===== config.mk =====
export PLATFORM = sky130hd
export DESIGN_NAME = uart_maddr
export DESIGN_NICKNAME = d
export VERILOG_FILES = /design/src/rtl/uart_maddr.sv
export SDC_FILE = /design/constraint.sdc
export NUM_CORES = 1
export LEC_CHECK = 0
export ABC_AREA = 1
export BUFFER_PORTS_ARGS = -buffer_cell sky130_fd_sc_hd__buf_2
export CAP_MARGIN = 20
export CELL_PAD_IN_SITES_DETAIL_PLACEMENT = 0
export CELL_PAD_IN_SITES_GLOBAL_PLACEMENT = 2
export CORE_ASPECT_RATIO = 1.2
export CORE_MARGIN = 2
export CORE_UTILIZATION = 34
export CTS_CLUSTER_SIZE = 10
export DETAILED_ROUTE_END_ITERATION = 6
export HOLD_SLACK_MARGIN = 0.15
export PLACE_DENSITY = 0.91
export SYNTH_ARGS = -nofsm -noshare
export SYNTH_HDL_FRONTEND = slang
export SYNTH_SLANG_ARGS = --single-unit

===== constraint.sdc =====
create_clock -name clk -period 2.14 [get_ports clk]
set_input_delay 0.214 -clock clk [delete_from_list [all_inputs] [get_ports clk]]
set_output_delay 0.214 -clock clk [all_outputs]
set_load 0.02 [all_outputs]

===== src/rtl/uart_maddr.sv =====
module uart_maddr #(
  parameter int OSR = 16
) (
  input  logic       clk,
  input  logic       rst_n,
  input  logic       baud_tick,
  input  logic       reg_wr,
  input  logic [1:0] reg_addr,
  input  logic [7:0] reg_wdata,
  output logic [7:0] reg_rdata,
  input  logic       tx_ninth,
  input  logic       mp_mode,
  input  logic       clr_tx_done,
  input  logic       clr_rx_ready,
  input  logic       rxd,
  output logic       txd,
  output logic       tx_done,
  output logic       rx_ready,
  output logic       rx_ninth,
  output logic       addr_match
);
  localparam int CW = $clog2(OSR);
  localparam logic [CW-1:0] C_LAST = CW'(OSR - 1);
  localparam logic [CW-1:0] C_S0   = CW'(OSR / 2 - 1);
  localparam logic [CW-1:0] C_S1   = CW'(OSR / 2);
  localparam logic [CW-1:0] C_S2   = CW'(OSR / 2 + 1);
  localparam logic [3:0]    LASTB  = 4'd10;

  logic [7:0] own_addr, cmp_mask, rbuf;

  wire wr_data = reg_wr && reg_addr == 2'd0;

  always_ff @(posedge clk) begin
    if (!rst_n) begin
      own_addr <= '0;
      cmp_mask <= '0;
    end else if (reg_wr) begin
      if (reg_addr == 2'd1) own_addr <= reg_wdata;
      if (reg_addr == 2'd2) cmp_mask <= reg_wdata;
    end
  end

  always_comb begin
    case (reg_addr)
      2'd0:    reg_rdata = rbuf;
      2'd1:    reg_rdata = own_addr;
      2'd2:    reg_rdata = cmp_mask;
      default: reg_rdata = 8'h00;
    endcase
  end

  // transmitter
  logic          tx_busy;
  logic [10:0]   tx_sh;
  logic [CW-1:0] tx_cnt;
  logic [3:0]    tx_bit;

  always_ff @(posedge clk) begin
    if (!rst_n) begin
      tx_busy <= 1'b0;
      tx_sh   <= '1;
      tx_cnt  <= '0;
      tx_bit  <= '0;
      tx_done <= 1'b0;
    end else begin
      if (clr_tx_done) tx_done <= 1'b0;
      if (!tx_busy) begin
        if (wr_data) begin
          tx_busy <= 1'b1;
          tx_sh   <= {1'b1, tx_ninth, reg_wdata, 1'b0};
          tx_cnt  <= '0;
          tx_bit  <= '0;
        end
      end else if (baud_tick) begin
        tx_cnt <= tx_cnt + 1'b1;
        if (tx_cnt == C_LAST) begin
          tx_cnt <= '0;
          tx_sh  <= {1'b1, tx_sh[10:1]};
          if (tx_bit == LASTB) begin
            tx_busy <= 1'b0;
            tx_done <= 1'b1;
          end else begin
            tx_bit <= tx_bit + 1'b1;
          end
        end
      end
    end
  end

  assign txd = tx_busy ? tx_sh[0] : 1'b1;

  // receiver
  logic          rx_m, rx_s, rx_act;
  logic [CW-1:0] rx_cnt;
  logic [3:0]    rx_bit;
  logic [1:0]    rx_smp;
  logic [8:0]    rx_sh;

  wire vote     = (rx_smp[0] & rx_smp[1]) | (rx_smp[0] & rx_s) | (rx_smp[1] & rx_s);
  wire decide   = rx_act && baud_tick && rx_cnt == C_S2;
  wire stop_ok  = decide && rx_bit == LASTB && vote;
  wire addr_hit = ((rx_sh[7:0] ^ own_addr) & cmp_mask) == 8'h00;
  wire accept   = stop_ok && (!mp_mode || (rx_sh[8] ? addr_hit : addr_match));

  always_ff @(posedge clk) begin
    if (!rst_n) begin
      rx_m   <= 1'b1;
      rx_s   <= 1'b1;
      rx_act <= 1'b0;
      rx_cnt <= '0;
      rx_bit <= '0;
      rx_smp <= '0;
      rx_sh  <= '0;
    end else begin
      rx_m <= rxd;
      rx_s <= rx_m;
      if (!rx_act) begin
        if (baud_tick && !rx_s) begin
          rx_act <= 1'b1;
          rx_cnt <= '0;
          rx_bit <= '0;
        end
      end else if (baud_tick) begin
        rx_cnt <= rx_cnt + 1'b1;
        if (rx_cnt == C_S0 || rx_cnt == C_S1) rx_smp <= {rx_s, rx_smp[1]};
        if (rx_cnt == C_S2) begin
          if (rx_bit == 4'd0 && vote) rx_act <= 1'b0;
          else if (rx_bit == LASTB)   rx_act <= 1'b0;
          else if (rx_bit != 4'd0)    rx_sh  <= {vote, rx_sh[8:1]};
        end
        if (rx_cnt == C_LAST) begin
          rx_cnt <= '0;
          rx_bit <= rx_bit + 1'b1;
        end
      end
    end
  end

  always_ff @(posedge clk) begin
    if (!rst_n) begin
      rbuf       <= '0;
      rx_ninth   <= 1'b0;
      rx_ready   <= 1'b0;
      addr_match <= 1'b0;
    end else begin
      if (clr_rx_ready) rx_ready <= 1'b0;
      if (accept) begin
        rbuf     <= rx_sh[7:0];
        rx_ninth <= rx_sh[8];
        rx_ready <= 1'b1;
      end
      if (stop_ok && mp_mode && rx_sh[8]) addr_match <= addr_hit;
    end
  end

  assert_start_low_R3: assert property (@(posedge clk) disable iff (!rst_n)
    $rose(tx_busy) |-> !txd);
  assert_busy_write_ignored_R4: assert property (@(posedge clk) disable iff (!rst_n)
    (tx_busy && wr_data && !baud_tick) |=> $stable(tx_sh));
  assert_done_with_frame_end_R5: assert property (@(posedge clk) disable iff (!rst_n)
    $rose(tx_done) |-> $fell(tx_busy));
  assert_latch_needs_stop_R8: assert property (@(posedge clk) disable iff (!rst_n)
    !$stable(rbuf) |-> $past(stop_ok));
  assert_ready_needs_stop_R9: assert property (@(posedge clk) disable iff (!rst_n)
    $rose(rx_ready) |-> $past(stop_ok));
  assert_data_gated_R12: assert property (@(posedge clk) disable iff (!rst_n)
    (stop_ok && mp_mode && !rx_sh[8] && !addr_match && !clr_rx_ready) |=> $stable(rbuf) && $stable(rx_ready));
  assert_zero_mask_selects_R13: assert property (@(posedge clk) disable iff (!rst_n)
    (stop_ok && mp_mode && rx_sh[8] && cmp_mask == 8'h00) |=> addr_match);
endmodule


==> results of run 1 <==
-- flip-flops by register name, summed over array words and instances (netlist names), 2 cells and up --
signal	count
cmp_mask	8
own_addr	8
rbuf	8
rx_bit	4
rx_cnt	4
rx_sh	9
rx_smp	2
tx_bit	4
tx_cnt	4
tx_sh	10
-- stage by stage --
stage / area (um2) / instances / setup WS, ns / power [mW] / util, %
global route: 3872 / 606 / 0.1918 / 3.265 / 41.12
global placement: 3528 / 588 / 0.4825 / 1.555 / 37.47
finish: 3872 / 606 / 0.4427 / 3.133 / 41.12
floorplan: 3238 / 441 / 0.6167 / 1.480 / -
CTS: 3872 / 606 / 0.4100 / 3.164 / 41.12
detailed placement: 3528 / 588 / 0.4221 / 1.558 / 37.47
-- layout make-up --
type	count	area, um2
Tap cell	123	153.9
Fill cell	1015	5545
Inverter	46	172.7
Multi-Input combinational cell	311	1605
Sequential cell	69	1381
Timing Repair Buffer	41	235.2
Clock buffer	9	225.2
Clock inverter	7	98.84
-- critical path: stages (launching register included) --
cell      delay [ns]
dfxtp_1         0.36
ha_1            0.17
nand2_1         0.09
nor2_1          0.13
nand2_1         0.12
nand2_4         0.11
inv_1           0.20
o311ai_0        0.39
-- cells by family after synthesis --
group                      Yosys count  synth area share, %
AOI/OAI and AO/OA                   93                17.27
xor gates and xnor gates             5                1.352
adders and majority gates            9                3.478
buffers and inverters               61                7.767
DFF                                 69                42.66
and+or+nand+nor                    204                27.47
-- cell usage in the layout, fill, tap and decap left out, types with 5 or more instances in the layout --
cell       Yosys  layout
nand3_1       30      30
inv_1         44      44
o21ai_0       20      20
dfxtp_1       69      69
o311ai_0       7       7
nor3_1         5       5
o211ai_1      10      10
clkbuf_16      0       9
buf_4          3       8
buf_2          3      31
nand2_1      100     100
nor2_1        54      54
ha_1           9       9
a21oi_1       46      46
-- per-layer routing --
metal,vias up,global-route usage [%]
li1,1528,-
met1,1332,18.47
met2,38,27.39
met3,11,2.515
met4,0,6.471
met5,-,0
-- path summary, 6_finish.rpt --
| check | from | to | slack (ns) | cells past startpoint |
|---|---|---|---|---|
| hold / removal | reg_wdata[1] | cmp_mask[1] | 0.18 | 3 |
| setup / recovery | tx_cnt[0] | tx_sh[3] | 0.44 | 7 |
| hold reg to reg | rx_m | rx_s | 0.41 | 1 |
| setup reg to reg | tx_cnt[0] | tx_sh[3] | 0.44 | 7 |
-- where the power goes --
| group | total [mW] | switching (mW) | internal (mW) |
|---|---|---|---|
| Combinational | 0.197 | 0.129 | 0.0678 |
| Sequential | 1.33 | 0.0189 | 1.31 |
| Clock | 1.60 | 0.578 | 1.03 |
==> flow_metrics.env, run 1 <==
export IMPL_p_per_area_mw_per_mm2=809.1
export IMPL_place_hpwl_mm=5.379
export IMPL_synth_top_area_share_pct=42.66
export IMPL_synth_ff_type="dfxtp_1"
export IMPL_cts_tree="yes"
export IMPL_portBuffers=31
export IMPL_finClkSkew_ns=0.009758
export IMPL_dr_max_layer_used="met4"
export IMPL_synth_area_leaders="dfxtp_1 (43%), nand2_1 (12%), a21oi_1 (7.1%), nor2_1 (6.3%), inv_1 (5.1%)"
export IMPL_clockBufferDepth=2
export IMPL_setup_tns_ns=0
export IMPL_grt_overflow=0
export IMPL_peakVddDrop_uv=427.2
export IMPL_status="finished, final reports clean"
export IMPL_synth_most_common_cell="nand2_1"
export IMPL_cp_max_fo=17
export IMPL_cellLeakagePower_nw=1.592
export IMPL_num_rows=39
export IMPL_antenna_found_initial=0
export IMPL_drive_above_1_share_pct=14.08
export IMPL_firstDrtPassIters=4
export IMPL_whs_ns=0.1817
export IMPL_syn_area_mm2=0.003238
export IMPL_synth_nets=469
export IMPL_synthArstFlopShare_pct=0
export IMPL_synth_seq_area_share_pct=42.66
export IMPL_synth_seq_cells=69
export IMPL_gp_congestion=0.7590
export IMPL_end_kind="flop"
export IMPL_clkTransAtPathRegs_ns=0.06
export IMPL_nNetsFinal=506
export IMPL_drc_errors=0
export IMPL_cts_sinks=69
export IMPL_cts_setup_buffers=0
export IMPL_synth_edf_count=0
export IMPL_critPathKind="reg -> reg"
export IMPL_grt_pass1_vias=2721
export IMPL_antenna_cells=0
export IMPL_core_area_mm2=0.009418
export IMPL_dieHeight_um=110.9
export IMPL_vias_per_cell=4.800
export IMPL_cts_root_buf="clkbuf_16"
export IMPL_slew_viol_final=0
export IMPL_htreeDepth=3
export IMPL_relSlewSlack_pct=63.34
export IMPL_grt_max_degree=41
export IMPL_arrival_ns=1.90
export IMPL_ys_warn_count=0
export IMPL_wl_met3_um=236
export IMPL_min_period_over_period_pct=79.31
export IMPL_grtUsageTotal_pct=15.54
export IMPL_met2RoutedLength_mm=3.784
export IMPL_fin_crit_ns=1.697
export IMPL_area_growth_pct=19.59
export IMPL_worstMarginPinSlew_ns=0.5465
export IMPL_die_area_mm2=0.01032
export IMPL_io_pins=32
export IMPL_met1_length_mm=3.502
export IMPL_vias=2909
export IMPL_synthCells=441
export IMPL_rsz0062_at_grt="false"
export IMPL_grt_pass1_wl_mm=12.69
export IMPL_hold_class="in -> reg"
export IMPL_start_util_pct=34.38
export IMPL_cp_required_ns=2.34
export IMPL_postCtsHoldBufs=2
export IMPL_hold_viol=0
export IMPL_timing_fmax_mhz=589.2
export IMPL_insertion_delay_ns=0.33
export IMPL_synth_commonest_cells="nand2_1 (100), dfxtp_1 (69), nor2_1 (54)"
export IMPL_wl_per_cell_um=12.63
export IMPL_drv_cap=0
export IMPL_first_iter_violations=132
export IMPL_cp_start_kind="flop"
export IMPL_synth_top_area_cell="dfxtp_1"
export IMPL_synth_distinct_cells=34
export IMPL_setup_viol_count_final=0
export IMPL_cts_buffers=9
export IMPL_postCtsResizedCells=0
export IMPL_post_synth_cell_area_avg_um2=7.343
export IMPL_wl_mm=7.654
export IMPL_die_width_um=93.09
export IMPL_antenna_left=0
No activity file was read; power rests on OpenSTA's default activity.
==> inputs of run 2 (changes only) <==
==> config.mk (replaced) <==
export PLATFORM = sky130hd
export DESIGN_NAME = uart_maddr
export DESIGN_NICKNAME = d
export VERILOG_FILES = /design/src/rtl/uart_maddr.sv
export SDC_FILE = /design/constraint.sdc
export NUM_CORES = 1
export LEC_CHECK = 0
export ABC_AREA = 0
export BUFFER_PORTS_ARGS = -buffer_cell sky130_fd_sc_hd__buf_2
export CAP_MARGIN = 20
export CELL_PAD_IN_SITES_DETAIL_PLACEMENT = 0
export CELL_PAD_IN_SITES_GLOBAL_PLACEMENT = 2
export CORE_ASPECT_RATIO = 1.2
export CORE_MARGIN = 2
export CORE_UTILIZATION = 37
export CTS_CLUSTER_SIZE = 10
export DETAILED_ROUTE_END_ITERATION = 6
export HOLD_SLACK_MARGIN = 0.15
export PLACE_DENSITY = 0.92
export SYNTH_ARGS = -nofsm -noshare
export SYNTH_HDL_FRONTEND = slang
export SYNTH_SLANG_ARGS = --single-unit
==> constraint.sdc (replaced) <==
create_clock -name clk -period 1.72 [get_ports clk]
set_input_delay 0.172 -clock clk [delete_from_list [all_inputs] [get_ports clk]]
set_output_delay 0.172 -clock clk [all_outputs]
set_load 0.02 [all_outputs]
==> run 2 against run 1 <==
- the flow now finishes with violations (negative setup slack)
- sequential share of layout area fell by 5.1 points
- fmax fell by 2.3%
- non-clock buffer count is 43 higher
- global-route usage is 1.3 points higher
- via count is 3.8% higher
- sequential power is 23% higher
- combinational power grew 28%
- register-to-register slack lost 0.46 ns
- largest cell class unchanged
- largest power group unchanged
- highest routed layer unchanged
==> flow_metrics.env, run 2 <==
export IMPL_synth_top_area_cell="dfxtp_1"
export IMPL_synth_area_leaders="dfxtp_1 (39%), mux2i_1 (9.9%), nand2_1 (7.0%), nor2b_1 (4.4%), o21ai_0 (3.5%)"
export IMPL_area_growth_pct=28.54
export IMPL_grt_pass1_wl_mm=13.94
export IMPL_clkTransAtPathRegs_ns=0.06
export IMPL_timing_fmax_mhz=575.4
export IMPL_synth_ff_type="dfxtp_1"
export IMPL_dieHeight_um=110.9
export IMPL_synth_nets=426
export IMPL_cts_root_buf="clkbuf_16"
export IMPL_relSlewSlack_pct=58.09
export IMPL_syn_area_mm2=0.003525
export IMPL_cts_tree="yes"
export IMPL_largest_reg_flops=10
export IMPL_hold_viol=0
export IMPL_portBuffers=31
export IMPL_synth_seq_area_share_pct=39.19
export IMPL_antenna_left=0
export IMPL_insertion_delay_ns=0.34
export IMPL_post_place_cells=561
export IMPL_grtUsageTotal_pct=16.87
export IMPL_peakVddDrop_uv=526.1
export IMPL_synth_edf_count=0
export IMPL_violations="negative setup slack"
export IMPL_core_area_mm2=0.009418
export IMPL_synth_distinct_cells=48
export IMPL_top_regs="tx_sh x10, rx_sh x9"
export IMPL_fin_crit_ns=1.738
export IMPL_multiInputGateArea_mm2=0.002058
export IMPL_grt_max_degree=37
export IMPL_antenna_found_initial=0
export IMPL_cellLeakagePower_nw=1.897
export IMPL_vias_per_cell=5.057
export IMPL_status="complete, but fails checks"
export IMPL_end_kind="flop"
export IMPL_p_per_area_mw_per_mm2=825.5
export IMPL_top_register="tx_sh"
export IMPL_vias=3019
export IMPL_critPathKind="reg -> reg"
export IMPL_min_period_over_period_pct=101.0
export IMPL_mostFrequentLayoutCell="nand2_1"
export IMPL_wl_mm=8.405
export IMPL_drive_above_1_share_pct=24.47
export IMPL_grt_pass1_vias=2958
export IMPL_num_rows=39
export IMPL_io_pins=32
export IMPL_synthCells=398
export IMPL_final_cell_mix="nand2_1 (66), dfxtp_1 (65), buf_4 (38)"
export IMPL_setup_tns_ns=-0.04563
export IMPL_synth_seq_cells=69
export IMPL_antenna_cells=0
export IMPL_finClkSkew_ns=0.005646
export IMPL_synth_top_area_share_pct=39.19
export IMPL_clockBufferDepth=2
export IMPL_cp_max_fo=8
export IMPL_synthArstFlopShare_pct=0
export IMPL_ys_warn_count=0
export IMPL_firstDrtPassIters=4
export IMPL_n_fill_cell=905
export IMPL_first_iter_violations=126
export IMPL_cts_sinks=69
export IMPL_stdcell_count=597
export IMPL_drc_errors=0
export IMPL_synth_most_common_cell="dfxtp_1"
export IMPL_cts_buffers=9
export IMPL_arrival_ns=1.96
export IMPL_grt_overflow=0
export IMPL_whs_ns=0.2145
export IMPL_cp_start_kind="flop"
export IMPL_hold_class="in -> reg"
export IMPL_finalCoreUtilization_pct=48.11
export IMPL_place_hpwl_mm=5.762
export IMPL_setup_viol_count_final=7
export IMPL_regArea_mm2=0.001386
export IMPL_worstMarginPinSlew_ns=0.6286
export IMPL_gp_congestion=0.7497
export IMPL_drv_cap=0
export IMPL_cp_required_ns=1.94
export IMPL_die_area_mm2=0.01033
export IMPL_wl_per_cell_um=14.08
export IMPL_slew_viol_final=0
export IMPL_start_util_pct=37.43
export IMPL_post_synth_cell_area_avg_um2=8.856
export IMPL_worst_slack_ns=-0.01780
export IMPL_nNetsFinal=497
export IMPL_die_width_um=93.10
export IMPL_rsz0062_at_grt="true"
export IMPL_synth_commonest_cells="dfxtp_1 (69), nand2_1 (66), mux2i_1 (35)"
export IMPL_htreeDepth=3
## run 2: cell types whose count changed after synthesis, moves of 9 or more
cell | before | now
mux2i_1 | 0 | 35
a21boi_0 | 0 | 16
o211ai_1 | 10 | 1
nor2_1 | 54 | 14
nor3b_1 | 0 | 9
nor2b_1 | 0 | 25
nand2_1 | 100 | 66
a21oi_1 | 46 | 2
inv_1 | 44 | 7
xor2_1 | 4 | 13
## run 2: power by group
group / leakage [nW] / internal, mW / switching [mW]
combinational: 1.20 / 0.117 / 0.136
sequential: 0.561 / 1.63 / 0.0191
clock: 0.138 / 1.12 / 0.722
total: 1.90 / 2.86 / 0.877
## run 2: critical path, cell delays in order (launching register included)
cell,delay (ns)
dfxtp_2,0.32
inv_2,0.07
ha_4,0.13
and4bb_4,0.25
and4_4,0.25
a21bo_4,0.20
o32ai_2,0.09
a311o_1,0.33
## run 2: routing by layer
metal	up-vias	routed length, um	share of wire [%]	global-route usage [%]
met3	12	246	2.9	3.127
met4	0	143	1.7	7.353
li1	1542	-	-	-
met1	1421	4045	48	22.35
met5	-	0	0	0
met2	44	3970	47	26.67
## run 2: cell families (layout without fill, tap and decap cells)
logic type               after synthesis  after routing  share of synthesized area [%]
adder cells (fa/ha/maj)               10             10                          3.514
buffers and inverters                 32            107                          4.366
AO/OA/AOI/OAI                         75             75                          15.12
flip-flops                            69             69                          39.19
multiplexers                          35             35                          9.940
AND/OR/NAND/NOR                      163            164                          24.39
XOR/XNOR                              14             14                          3.479
## run 2: worst paths after layout
kind / from / endpoint / slack, ns / cells after the start
hold / removal: clr_rx_ready / rx_ready / 0.21 / 3
setup / recovery: rx_cnt[1] / rbuf[4] / -0.02 / 7
setup reg to reg: rx_cnt[1] / rbuf[4] / -0.02 / 7
hold reg to reg: rx_m / rx_s / 0.41 / 1
## run 2: metrics by stage
stage | setup WS [ns] | power (mW) | area [um2]
final | -0.01780 | 3.740 | 4531
after global placement | -0.1151 | 1.908 | 4008
after floorplan | 0.004360 | 1.822 | 3550
after detailed placement | -0.1531 | 1.912 | 4008
after CTS | -0.009807 | 3.777 | 4432
after global routing | -0.05192 | 3.895 | 4531
## run 2: area by class of cell
cell class / count / share of cell area [%]
Sequential cell: 69 / 30.60
Clock buffer: 10 / 5.054
Inverter: 7 / 0.5799
Tap cell: 123 / 3.397
Multi-Input combinational cell: 298 / 45.43
Timing Repair Buffer: 84 / 13.53
Clock inverter: 6 / 1.408
## run 2: what timing repair did
action                                 CTS  global route
hold buffers                            11             0
setup endpoints to repair                8            19
gates cloned                             0             2
gates resized for setup                  2            18
pin swaps                                1             4
setup buffers                            2             5
endpoints found under the hold margin   16             0
==> inputs of run 3 (changes only) <==
--- a/config.mk
+++ b/config.mk
@@ -8,15 +8,13 @@
 export ABC_AREA = 0
 export BUFFER_PORTS_ARGS = -buffer_cell sky130_fd_sc_hd__buf_2
 export CAP_MARGIN = 20
-export CELL_PAD_IN_SITES_DETAIL_PLACEMENT = 0
-export CELL_PAD_IN_SITES_GLOBAL_PLACEMENT = 2
 export CORE_ASPECT_RATIO = 1.2
 export CORE_MARGIN = 2
-export CORE_UTILIZATION = 37
+export CORE_UTILIZATION = 59
 export CTS_CLUSTER_SIZE = 10
 export DETAILED_ROUTE_END_ITERATION = 6
 export HOLD_SLACK_MARGIN = 0.15
-export PLACE_DENSITY = 0.92
+export PLACE_DENSITY = 0.91
 export SYNTH_ARGS = -nofsm -noshare
 export SYNTH_HDL_FRONTEND = slang
 export SYNTH_SLANG_ARGS = --single-unit
==> run 3 against run 2 <==
- the flow still finishes with violations (negative setup slack)
- via count is 9.0% higher
- critical path type unchanged
- first-iteration DRC count is 87% higher
- fmax is 0.79% lower
- combinational power hardly changed
- sequential power hardly changed
- hold slack worse by 0.026 ns
- critical path depth stayed put
- clock power is 33% lower
- routed wire length is 13% higher
==> flow_metrics.env, run 3 (synthesis gave the netlist of run 2 again) <==
export IMPL_worstMarginPinSlew_ns=0.6212
export IMPL_cts_tree="yes"
export IMPL_htreeDepth=3
export IMPL_fin_crit_ns=1.752
export IMPL_place_hpwl_mm=5.448
export IMPL_wl_mm=9.484
export IMPL_pre_cts_slack_ns=-0.1191
export IMPL_clkTransAtPathRegs_ns=0.08
export IMPL_first_iter_violations=236
export IMPL_cp_required_ns=1.97
export IMPL_area_growth_pct=24.96
export IMPL_portBuffers=31
export IMPL_timing_fmax_mhz=570.9
export IMPL_grt_pass1_wl_mm=13.84
export IMPL_insertion_delay_ns=0.36
export IMPL_io_pins=32
export IMPL_grt_pass1_vias=2979
export IMPL_cp_start_kind="flop"
export IMPL_wl_per_cell_um=17.15
export IMPL_antenna_cells=0
export IMPL_cp_max_fo=8
export IMPL_end_kind="flop"
export IMPL_clockBufferDepth=2
export IMPL_power_mw=3.140
export IMPL_min_period_over_period_pct=101.8
export IMPL_vias=3290
export IMPL_final_cell_mix="nand2_1 (66), dfxtp_1 (64), buf_4 (38)"
export IMPL_worst_slack_ns=-0.03165
export IMPL_cts_sinks=69
export IMPL_antenna_found_initial=0
export IMPL_die_area_mm2=0.006611
export IMPL_violations="negative setup slack"
export IMPL_grt_overflow=0
export IMPL_cts_root_buf="clkbuf_8"
export IMPL_die_width_um=74.56
export IMPL_antenna_left=0
export IMPL_drv_cap=0
export IMPL_slew_viol_final=0
export IMPL_setup_tns_ns=-0.1659
export IMPL_drc_errors=0
export IMPL_critPathKind="reg -> reg"
export IMPL_top_regs="tx_sh x10, rx_sh x9"
export IMPL_peakVddDrop_uv=668.7
export IMPL_firstDrtPassIters=5
export IMPL_p_per_area_mw_per_mm2=713.0
export IMPL_grtUsageTotal_pct=27.58
export IMPL_dieHeight_um=88.67
export IMPL_hold_viol=0
export IMPL_cts_buffers=9
export IMPL_num_rows=30
export IMPL_status="complete, but fails checks"
export IMPL_rsz0062_at_grt="true"
export IMPL_relSlewSlack_pct=58.58
export IMPL_start_util_pct=61.78
export IMPL_finClkSkew_ns=0.01040
export IMPL_nNetsFinal=496
export IMPL_hold_class="in -> reg"
export IMPL_drive_above_1_share_pct=26.43
export IMPL_vias_per_cell=5.949
export IMPL_top_register="tx_sh"
export IMPL_setup_viol_count_final=8
export IMPL_mostFrequentLayoutCell="nand2_1"
export IMPL_grt_max_degree=40
export IMPL_cellLeakagePower_nw=1.851
export IMPL_core_area_mm2=0.005705
export IMPL_arrival_ns=2.00
export IMPL_gp_congestion=0.7876
export IMPL_largest_reg_flops=10
run 3: changes by cell type in the layout (fill, tap and decap cells not counted), sizes merged:
cell	before	now
buf	73	71
bufinv	1	0
clkinv	3	4
clkinvlp	2	1
inv	7	8
o21ai	26	27
run 3: metrics by stage:
stage | cells | util [%] | area, um2 | hold WS [ns]
2_1_floorplan | 398 | - | 3550 | 0.2735
3_3_place_gp | 516 | 68.60 | 3914 | 0.3539
3_5_place_dp | 516 | 68.60 | 3914 | 0.3557
4_1_cts | 545 | 74.28 | 4238 | 0.1879
5_1_grt | 553 | 77.19 | 4404 | 0.2361
6_report | 553 | 77.19 | 4404 | 0.1884
run 3: final timing paths:
kind,start,to,slack (ns),depth (start not counted)
setup / recovery,rx_cnt[1],rbuf[2],-0.03,7
hold / removal,clr_rx_ready,rx_ready,0.19,3
setup reg to reg,rx_cnt[1],rbuf[2],-0.03,7
hold reg to reg,rx_m,rx_s,0.42,1
run 3: routing by layer:
layer	vias up	part of all wire (%)	GRT usage, %
met5	-	0	0
met4	0	3.3	14.61
met3	33	5.5	6.264
met2	135	51	44.57
met1	1588	40	34.05
li1	1534	-	-
run 3: final cells by class:
cell class,count,area [um2]
clock buffers,10,137.6
clock inverters,6,47.55
fillers,356,1301
inverters,7,26.28
multi-input cells,299,2132
flip-flops and latches,69,1388
well taps,80,100.1
repair buffers,82,573.1
run 3: timing repair:
item	in CTS	in global routing
buffers inserted	2	5
pin swaps	0	20
cloned	0	3
gates resized for setup	3	25
hold endpoints to repair	18	0
hold buffers	11	0
endpoints found under the setup margin	12	32
run 3: power by group:
group	switching [mW]	leakage (nW)	internal [mW]
registers	0.0220	0.560	1.62
clock network	0.670	0.0928	0.571
logic	0.144	1.20	0.110
run 3: worst max-delay path, stage by stage, from the launching register on:
cell	delay, ns
dfxtp_2	0.33
inv_2	0.08
ha_4	0.13
and4bb_4	0.25
and4_4	0.25
a21bo_4	0.22
o32ai_2	0.10
a311o_1	0.29
